<file path="src/rtl/tsm_pkg.sv">
package tsm_pkg;
  typedef enum logic [3:0] {
    SM_OFF      = 4'b0000,
    SM_RST      = 4'b0100,
    SM_GATE     = 4'b0101,
    SM_TRIG     = 4'b0110,
    SM_EXT      = 4'b0111,
    SM_RSTTRIG  = 4'b1000,
    SM_GATERST  = 4'b1001
  } sm_mode_e;

  typedef struct packed {
    logic gate;      // tick only while trigger high
    logic start;     // rising edge latches run flag
    logic ext;       // rising edges are the tick source
    logic clr_rise;  // rising edge clears counter
    logic clr_fall;  // falling edge clears counter
  } sm_ctl_t;
endpackage

</file>
<file path="src/rtl/tsm_edge.sv">
module tsm_edge (
  input  logic clk,
  input  logic rst_n,
  input  logic trig_i,
  output logic rise_o,
  output logic fall_o
);
  logic trig_q;

  always_ff @(posedge clk or negedge rst_n) begin
    if (!rst_n) trig_q <= 1'b0;
    else        trig_q <= trig_i;
  end

  assign rise_o = trig_i & ~trig_q;
  assign fall_o = ~trig_i & trig_q;
endmodule

</file>
<file path="src/rtl/tsm_decode.sv">
module tsm_decode
  import tsm_pkg::*;
(
  input  logic [3:0] mode_i,
  output sm_ctl_t    ctl_o
);
  always_comb begin
    ctl_o = '0;
    case (mode_i)
      SM_RST:     ctl_o.clr_rise = 1'b1;
      SM_GATE:    ctl_o.gate     = 1'b1;
      SM_TRIG:    ctl_o.start    = 1'b1;
      SM_EXT:     ctl_o.ext      = 1'b1;
      SM_RSTTRIG: begin
        ctl_o.start    = 1'b1;
        ctl_o.clr_rise = 1'b1;
      end
      SM_GATERST: begin
        ctl_o.gate     = 1'b1;
        ctl_o.clr_fall = 1'b1;
      end
      default:    ctl_o = '0;
    endcase
  end
endmodule

</file>
<file path="src/rtl/tsm_count.sv">
module tsm_count #(
  parameter int CW = 16,
  parameter int PW = 16
) (
  input  logic          clk,
  input  logic          rst_n,
  input  logic          reinit_i,
  input  logic          tick_i,
  input  logic [PW-1:0] psc_i,
  input  logic [CW-1:0] arr_i,
  output logic [CW-1:0] cnt_o,
  output logic          upd_o
);
  localparam logic [CW-1:0] CNT_ONE = CW'(1);
  localparam logic [PW-1:0] PSC_ONE = PW'(1);

  logic [PW-1:0] psc_q, psc_d;
  logic [CW-1:0] cnt_q, cnt_d;
  logic          upd_q, upd_d;
  logic          psc_done;

  assign psc_done = (psc_q >= psc_i);

  always_comb begin
    psc_d = psc_q;
    cnt_d = cnt_q;
    upd_d = 1'b0;
    if (reinit_i) begin
      psc_d = '0;
      cnt_d = '0;
      upd_d = 1'b1;
    end else if (tick_i) begin
      if (psc_done) begin
        psc_d = '0;
        if (cnt_q >= arr_i) begin
          cnt_d = '0;
          upd_d = 1'b1;
        end else begin
          cnt_d = cnt_q + CNT_ONE;
        end
      end else begin
        psc_d = psc_q + PSC_ONE;
      end
    end
  end

  always_ff @(posedge clk or negedge rst_n) begin
    if (!rst_n) begin
      psc_q <= '0;
      cnt_q <= '0;
      upd_q <= 1'b0;
    end else begin
      psc_q <= psc_d;
      cnt_q <= cnt_d;
      upd_q <= upd_d;
    end
  end

  assign cnt_o = cnt_q;
  assign upd_o = upd_q;
endmodule

</file>
<file path="src/rtl/tmr_slave_ctl.sv">
module tmr_slave_ctl
  import tsm_pkg::*;
#(
  parameter int CW = 16,
  parameter int PW = 16
) (
  input  logic          clk,
  input  logic          rst_n,
  input  logic          cnt_en_i,
  input  logic [3:0]    mode_i,
  input  logic          trig_i,
  input  logic [PW-1:0] psc_i,
  input  logic [CW-1:0] arr_i,
  output logic [CW-1:0] cnt_o,
  output logic          upd_o
);
  logic    rise, fall;
  sm_ctl_t ctl;
  logic    run_q, run_d;
  logic    tick, reinit;

  tsm_edge u_edge (
    .clk    (clk),
    .rst_n  (rst_n),
    .trig_i (trig_i),
    .rise_o (rise),
    .fall_o (fall)
  );

  tsm_decode u_dec (
    .mode_i (mode_i),
    .ctl_o  (ctl)
  );

  always_comb begin
    run_d = ctl.start ? (run_q | rise) : 1'b0;
    if (ctl.ext)        tick = cnt_en_i & rise;
    else if (ctl.gate)  tick = cnt_en_i & trig_i;
    else if (ctl.start) tick = cnt_en_i | run_q;
    else                tick = cnt_en_i;
    reinit = (ctl.clr_rise & rise) | (ctl.clr_fall & fall);
  end

  always_ff @(posedge clk or negedge rst_n) begin
    if (!rst_n) run_q <= 1'b0;
    else        run_q <= run_d;
  end

  tsm_count #(.CW(CW), .PW(PW)) u_cnt (
    .clk      (clk),
    .rst_n    (rst_n),
    .reinit_i (reinit),
    .tick_i   (tick),
    .psc_i    (psc_i),
    .arr_i    (arr_i),
    .cnt_o    (cnt_o),
    .upd_o    (upd_o)
  );
endmodule

</file>
<file path="config.mk">
export PLATFORM = sky130hd
export DESIGN_NAME = tmr_slave_ctl
export DESIGN_NICKNAME = d
export VERILOG_FILES = /design/src/rtl/tsm_pkg.sv /design/src/rtl/tsm_edge.sv /design/src/rtl/tsm_decode.sv /design/src/rtl/tsm_count.sv /design/src/rtl/tmr_slave_ctl.sv
export SDC_FILE = /design/constraint.sdc
export NUM_CORES = 1
export LEC_CHECK = 0
export ABC_CLOCK_PERIOD_IN_PS = 2300
export BUFFER_PORTS_ARGS = -buffer_cell sky130_fd_sc_hd__buf_2
export CORE_ASPECT_RATIO = 0.6
export CORE_MARGIN = 4
export CORE_UTILIZATION = 50
export DETAILED_ROUTE_END_ITERATION = 16
export GPL_TIMING_DRIVEN = 0
export PLACE_DENSITY = 0.77
export SYNTH_ARGS = -nofsm -noshare
export SYNTH_HDL_FRONTEND = slang
export SYNTH_SLANG_ARGS = --single-unit
export TNS_END_PERCENT = 100
</file>
<file path="constraint.sdc">
create_clock -name clk -period 2.3 [get_ports clk]
set_clock_uncertainty 0.15 [all_clocks]
set_input_delay 0.115 -clock clk [delete_from_list [all_inputs] [get_ports clk]]
set_output_delay 0.115 -clock clk [all_outputs]
set_load 0.01 [all_outputs]
</file>
==> results.rst, run 1 <==
.. list-table::
   :header-rows: 1

   * - Metric
     - Value
   * - Worst Hold Depth
     - 3
   * - Nature of the critical path endpoint
     - flop
   * - Clock period minus worst slack
     - ~2.6 ns
   * - Endpoints failing setup
     - 30
   * - Launching element type of the critical path
     - flop
   * - Smallest setup slack after layout
     - -0.291 ns
   * - Type of the tightest min-delay check
     - in -> reg
   * - Length in cells of the worst reg-to-reg path
     - 8
   * - DRC Markers
     - 0
   * - Setup TNS
     - -5.74 ns
   * - Number of max-cap violations
     - 0
   * - Fin crit share
     - 1.13
   * - Final non-filler cell total
     - approximately 480
   * - Horizontal extent of the die
     - 105 um
   * - Count of antenna-violating nets left after detailed routing
     - 0
   * - Slew margin rel.
     - 0.441
   * - Design Area, Final
     - roughly 3700 sq um
   * - Violations in the final reports
     - negative setup slack
   * - Clock tree from TritonCTS
     - done
   * - Fillers
     - a little under 400
   * - Number of rows created at floorplan
     - 20
   * - Number of inserted diodes
     - 0
   * - Top fanout value on the critical path
     - 5
   * - Highest-utilization routing layer at the global route stage
     - met2
   * - Hold worst-path end
     - run_q$_DFF_PN0_
   * - Average cell area after synthesis
     - approximately 8.7 sq um
   * - P&R area growth vs syn
     - 32.8%
   * - Netlist Area Pre-Place
     - about 2800 sq um
   * - Synth top area share
     - 0.313
   * - Largest area contributor in the netlist
     - dfrtp_1
   * - Ports placed on the boundary
     - 57
   * - GR Util met2
     - 0.351
   * - HPWL reported at the end of detailed placement
     - 5.19 mm
   * - Gpl congestion
     - between 0.8 and 0.9
   * - Clock slew at the register clock pins of the worst setup and hold paths
     - 0.07 ns
   * - Die ar.
     - around 6900 sq um
   * - Via Count
     - between 2000 and 3000
   * - Count of different cell masters after synthesis
     - 53
   * - Chip Height
     - roughly 66 um
   * - Hold path startpoint
     - mode_i[2]
   * - Launching point of the worst reg2reg path
     - u_cnt.psc_q[5]$_DFFE_PN0P_
   * - CTS Buffer Depth
     - 2
   * - Arrival time at the worst endpoint
     - about 2.7 ns
   * - Number of max-slew violations in the final report
     - 0
   * - Largest net degree at the start of global routing
     - 36
   * - Timing-limited maximum frequency
     - a little under 0.4 GHz
   * - Number of global-route vias before repair
     - approximately 2500
   * - Number of buffers added by the clock tree synthesis step
     - 5
   * - CP Class
     - reg -> reg
   * - Sequential cell area fraction in the yosys report
     - 0.313
   * - Run status
     - complete, but fails checks
   * - Largest cells by area after synthesis
     - dfrtp_1 (31%), ha_1 (15%), inv_1 (6.4%), a22o_1 (4.4%), nand2_1 (3.1%)
   * - Global router's overall resource usage
     - 0.224
   * - Number of optimization iterations in the first detailed-route pass
     - 5
   * - Wire length of the first global-routing pass
     - roughly 12 mm
   * - GRT met1 Usage
     - 0.317
   * - Setup repair after global routing missed its margin
     - true
   * - Top library cells by usage in the layout, fill and taps aside
     - buf_2 (57), inv_1 (47), ha_1 (29)
   * - VDD IR-drop max
     - 0.419 mV
   * - Worst slack after detailed placement
     - -0.376 ns
   * - Post-synthesis sequential element count
     - 35
   * - Total of buffers placed on input and output ports
     - 56
   * - Placeable core region
     - between 5000 and 6000 sq um
   * - Aggregate routed wire length
     - 7.82 mm
   * - Starting DRT DRC Count
     - between 300 and 400
   * - Cell count after synthesis
     - about 320
   * - CP Data Required Time
     - ~2.4 ns
   * - Leading cell type in the layout, fill and taps excluded
     - buf_2
   * - Grt met3 use
     - 0.0439
   * - Total power divided by cell area
     - a little under 700 nW/um^2
   * - Transition at the pin with the smallest max-transition slack
     - around 0.84 ns
   * - Destination of the worst register-to-register timing path
     - u_cnt.psc_q[9]$_DFFE_PN0P_
   * - Final Net Count
     - roughly 490
   * - Source-to-sink clock delay at the later pin of the worst-skew pair
     - around 0.29 ns
   * - Number of enable-type register cells in the synthesized netlist
     - 0
   * - Internal reg-to-reg setup slack
     - -0.29 ns
   * - Synthesis warning total
     - 0
   * - Routed len/inst
     - about 16 um
   * - Post-Place Cell Area
     - between 3000 and 4000 sq um
   * - Leakage Power
     - 1.84 nW
   * - Initial antenna violation count
     - 0
   * - Ys async rst share
     - 1.00
   * - TritonCTS Sinks
     - 35
   * - Average via count per standard cell
     - 5.85
   * - Count of endpoints failing hold in the final timing report
     - 0
   * - Total overflow reported by the global router
     - 0
   * - Fraction of layout instances using a drive strength above 1
     - 0.341
   * - Placed cell count
     - about 440
   * - Starting density of the core
     - 0.535
   * - Clock Root Buffer
     - clkbuf_8
   * - Post-layout util
     - 0.710
   * - Synthesized Nets
     - 396
   * - Commonest register cell after synthesis
     - dfrtp_1
   * - Deepest level of the CTS H-tree
     - 2
## worst max-delay path: stages, from the launching register on
cell and delay [ns]:
dfrtp_2 0.44, ha_1 0.30, a21oi_1 0.25, o21ai_1 0.16, a221oi_4 0.34, nand3b_1 0.28, buf_4 0.21, or3_1 0.33
o21ai_1 0.07
## cells in the mapped netlist (3+ instances only)
| master | count |
|---|---|
| inv_1 | 48 |
| dfrtp_1 | 35 |
| ha_1 | 34 |
| nand2_1 | 23 |
| a21oi_1 | 17 |
| o21ai_0 | 16 |
| a22o_1 | 14 |
| nor2_1 | 12 |
| o21ai_1 | 12 |
| nand3_1 | 10 |
| nor2b_1 | 9 |
| or3_1 | 9 |
| nor3_1 | 8 |
| nor4_1 | 8 |
| nand4_1 | 7 |
| and3_1 | 5 |
| a21o_1 | 4 |
| buf_2 | 4 |
| a211oi_1 | 3 |
| xnor2_1 | 3 |
## per-layer routing
metal  part of all wire  vias to the layer above
met2               0.44                      136
met5                  0                        -
met3              0.083                       14
met1               0.46                     1322
li1                   -                     1347
met4              0.011                        0
## state kept, by name (all words and copies together), names as in the netlist
name and cells:
u_cnt.upd_o 1, u_edge.trig_q 1, u_cnt.psc_q 16, u_cnt.cnt_o 16, run_q 1
## power by group
group | internal, mW | leakage, nW | switching (mW) | total [mW]
Sequential | 0.760 | 0.448 | 0.165 | 0.926
Combinational | 0.589 | 1.35 | 0.618 | 1.21
Clock | 0.213 | 0.0422 | 0.232 | 0.445
## area by class of cell
class	count	area (sq um)	area share
Buffer	7	76.3	0.0206
Clock buffer	7	76.3	0.0206
Clock inverter	1	5.00	0.00135
Inverter	48	180	0.0485
Multi-Input combinational cell	232	1860	0.500
Sequential cell	35	886	0.239
Tap cell	66	82.6	0.0222
Timing Repair Buffer	86	551	0.148
## cell families (layout without fill, tap and decap cells)
group,after synthesis,in the layout,synth area share
AOI/OAI and AO/OA,85,85,0.220
xor gates and xnor gates,3,3,0.00940
adders and majority gates,34,34,0.152
buffers and inverters,55,149,0.0810
DFF,35,35,0.313
muxes,2,2,0.00761
and+or+nand+nor,108,108,0.217
## per-stage QoR
step                      power [mW]  hold slack, ns
after CTS                       2.41          0.0543
after global routing            2.75          0.0703
after global placement          1.72           0.103
final                           2.58          0.0516
after detailed placement        1.76           0.106
after floorplan                 1.49          -0.331
## timing repair
| action | CTS | global route |
|---|---|---|
| endpoints found under the hold margin | 36 | 0 |
| gates resized for setup | 34 | 20 |
| pin swaps | 18 | 18 |
| setup buffers | 18 | 8 |
| setup endpoints to repair | 33 | 33 |
| hold buffers | 2 | 0 |
| gates cloned | 2 | 1 |
## how the worst max path moves through the flow
stage | cells past startpoint | slack, ns | endpoint | start
finish | 8 | -0.29 | u_cnt.psc_q[9]$_DFFE_PN0P_ | u_cnt.psc_q[5]$_DFFE_PN0P_
global route | 8 | -0.43 | u_cnt.psc_q[9]$_DFFE_PN0P_ | u_cnt.psc_q[5]$_DFFE_PN0P_
CTS | 9 | -0.17 | u_cnt.psc_q[9]$_DFFE_PN0P_ | u_cnt.psc_q[0]$_DFFE_PN0P_
detailed placement | 8 | -0.38 | u_cnt.cnt_o[12]$_DFFE_PN0P_ | u_cnt.cnt_o[9]$_DFFE_PN0P_
global placement | 8 | -0.38 | u_cnt.cnt_o[12]$_DFFE_PN0P_ | u_cnt.cnt_o[9]$_DFFE_PN0P_
floorplan | 9 | -0.05 | u_cnt.psc_q[11]$_DFFE_PN0P_ | u_cnt.psc_q[0]$_DFFE_PN0P_
No activity file was read; power rests on OpenSTA's default activity.
==> run 2, diff against run 1 <==
Settings changed: CELL_PAD_IN_SITES_DETAIL_PLACEMENT from default to 1, CELL_PAD_IN_SITES_GLOBAL_PLACEMENT from default to 1, CORE_ASPECT_RATIO 0.6 to default, CORE_UTILIZATION 50 to 37, PLACE_DENSITY 0.77 to default, PLACE_DENSITY_LB_ADDON from default to 0.1.
==> run 2 against run 1 <==
The run still ends with negative setup slack left. Final cell count increased by 6.0%. Largest cell class unchanged. Register-to-register slack improved by 0.03 ns. Die area rose by 31%. Critical path depth grew 1. Sequential cell count is the same. Count of clock-buffer cells in the layout decreased by 2. Fmax is 1.1% higher. Sequential power increased by 3.8%. Combinational power shrank 6%. Wire length up 1.1%.
==> results.rst, run 2 (synthesis results as in run 1) <==
.. list-table::
   :header-rows: 1

   * - Metric
     - Value
   * - Number of global-route vias before repair
     - approximately 2800
   * - Clock tree from TritonCTS
     - done
   * - Final Hold Slack
     - between 0.06 and 0.07 ns
   * - Length in cells of the worst reg-to-reg path
     - 9
   * - Cell chain of the critical path
     - inv_1 -> ha_1 -> nand2b_4 -> a2111o_1 -> a31oi_4 -> nand3b_1 -> buf_4 -> or3_1 -> o21ai_1
   * - DRC Markers
     - 0
   * - Via Count
     - 2704
   * - Design Area, Final
     - approximately 3800 sq um
   * - Global router's overall resource usage
     - 0.187
   * - Top fanout value on the critical path
     - 5
   * - Number of max-cap violations
     - 0
   * - Clock slew at the register clock pins of the worst setup and hold paths
     - approximately 0.08 ns
   * - Post-Place Cell Area
     - 3230 sq um
   * - Last element of the critical path
     - u_cnt.psc_q[9]$_DFFE_PN0P_
   * - Total power divided by cell area
     - between 700 and 800 nW/um^2
   * - CTS Buffer Depth
     - 2
   * - Timing-limited maximum frequency
     - 0.390 GHz
   * - Setup TNS
     - -5.37 ns
   * - Endpoints failing setup
     - 30
   * - Fin crit share
     - 1.11
   * - Wire length of the first global-routing pass
     - between 10 and 15 mm
   * - Internal reg-to-reg setup slack
     - -0.26 ns
   * - Timing startpoint of the critical path
     - u_cnt.psc_q[0]$_DFFE_PN0P_
   * - Total overflow reported by the global router
     - 0
   * - Slew margin rel.
     - 0.441
   * - Deepest level of the CTS H-tree
     - 2
   * - Setup repair after global routing missed its margin
     - true
   * - Destination of the worst register-to-register timing path
     - u_cnt.psc_q[9]$_DFFE_PN0P_
   * - Number of buffers added by the clock tree synthesis step
     - 5
   * - Clock period minus worst slack
     - 2.56 ns
   * - Transition at the pin with the smallest max-transition slack
     - approximately 0.84 ns
   * - Largest net degree at the start of global routing
     - 36
   * - Horizontal extent of the die
     - 94.9 um
   * - Smallest setup slack after layout
     - -0.262 ns
   * - Arrival time at the worst endpoint
     - approximately 2.6 ns
   * - Launching element type of the critical path
     - flop
   * - Total of buffers placed on input and output ports
     - 56
   * - Top library cells by usage in the layout, fill and taps aside
     - buf_2 (58), inv_1 (48), ha_1 (28)
   * - VDD IR-drop max
     - between 0.2 and 0.3 mV
   * - Gpl congestion
     - 0.754
   * - Clock Root Buffer
     - clkbuf_8
   * - Leading cell type in the layout, fill and taps excluded
     - buf_2
   * - P&R area growth vs syn
     - 35.5%
   * - HPWL reported at the end of detailed placement
     - around 5.7 mm
   * - Slowest cell on the critical path
     - a2111o_1
   * - Count of antenna-violating nets left after detailed routing
     - 0
   * - Type of the tightest min-delay check
     - in -> reg
   * - CP Data Required Time
     - around 2.4 ns
   * - Count of endpoints failing hold in the final timing report
     - 0
   * - CP Class
     - reg -> reg
   * - Number of max-slew violations in the final report
     - 0
   * - Worst slack after detailed placement
     - -0.564 ns
   * - Ports placed on the boundary
     - between 50 and 60
   * - Initial antenna violation count
     - 0
   * - Source-to-sink clock delay at the later pin of the worst-skew pair
     - between 0.2 and 0.3 ns
   * - Die ar.
     - about 9000 sq um
   * - Violations in the final reports
     - negative setup slack
   * - Launching point of the worst reg2reg path
     - u_cnt.psc_q[0]$_DFFE_PN0P_
   * - Nature of the critical path endpoint
     - flop
   * - Aggregate routed wire length
     - 7.91 mm
   * - CP max stage delay
     - approximately 0.40 ns
   * - Chip Height
     - roughly 95 um
   * - Starting DRT DRC Count
     - 99
   * - Average via count per standard cell
     - around 5.3
   * - Fraction of layout instances using a drive strength above 1
     - 0.364
   * - Number of rows created at floorplan
     - 31
   * - Number of optimization iterations in the first detailed-route pass
     - 4
   * - Starting density of the core
     - 0.383
   * - Final Net Count
     - 485
   * - TritonCTS Sinks
     - 35
   * - Run status
     - complete, but fails checks
   * - Routed len/inst
     - between 15 and 20 um
   * - Number of inserted diodes
     - 0
   * - Placeable core region
     - 7290 sq um
   * - Leakage Power
     - about 1.8 nW
[run 2: critical path, delay by kind of cell, from the launching register on]
family / cells / cell delay (ns)
flops: 1 / 0.35
fa+ha+maj: 1 / 0.26
buf+inv: 2 / 0.24
compound gates: 3 / 0.80
simple gates: 3 / 0.70
[run 2: timing repair]
| action | CTS | global route |
|---|---|---|
| hold buffers | 2 | 0 |
| gates cloned | 2 | 1 |
| gates resized for setup | 33 | 30 |
| buffers inserted | 14 | 7 |
| setup endpoints to repair | 33 | 33 |
| endpoints found under the hold margin | 36 | 0 |
| pin swaps | 18 | 16 |
[run 2: layout make-up]
cell class / count / area (sq um)
inverters: 48 / 180
flip-flops and latches: 35 / 892
multi-input cells: 232 / 1900
clock inverters: 3 / 43.8
well taps: 99 / 124
repair buffers: 82 / 503
clock buffers: 5 / 68.8
plain buffers: 7 / 76.3
fillers: 906 / 3500
[run 2: report_power, final]
group / leakage, nW / internal (mW) / switching [mW] / total, mW
sequential: 0.440 / 0.761 / 0.200 / 0.961
clock: 0.0581 / 0.323 / 0.253 / 0.576
combinational: 1.33 / 0.555 / 0.589 / 1.14
total: 1.83 / 1.64 / 1.04 / 2.68
[run 2: worst min path at each step]
stage | from | end | slack (ns) | cells past startpoint
finish | mode_i[0] | run_q$_DFF_PN0_ | 0.06 | 3
global route | mode_i[2] | run_q$_DFF_PN0_ | 0.09 | 3
CTS | mode_i[0] | run_q$_DFF_PN0_ | 0.06 | 3
detailed placement | rst_n | u_cnt.cnt_o[3]$_DFFE_PN0P_ | 0.12 | 1
global placement | rst_n | u_cnt.cnt_o[3]$_DFFE_PN0P_ | 0.12 | 1
floorplan | rst_n | run_q$_DFF_PN0_ | -0.33 | 0
[run 2: layer usage]
metal | GRT usage | up-vias | routed length (um)
met4 | 0.0361 | 0 | 53
met2 | 0.314 | 44 | 3650
met1 | 0.257 | 1321 | 3950
li1 | - | 1335 | -
met3 | 0.0247 | 4 | 253
met5 | 0 | - | 0
[run 2: stage by stage]
stage	total power, mW	utilization	std cells
floorplan	1.49	-	322
global placement	1.75	0.443	477
detailed placement	1.80	0.443	477
CTS	2.61	0.499	503
global route	2.89	0.520	511
finish	2.68	0.520	511
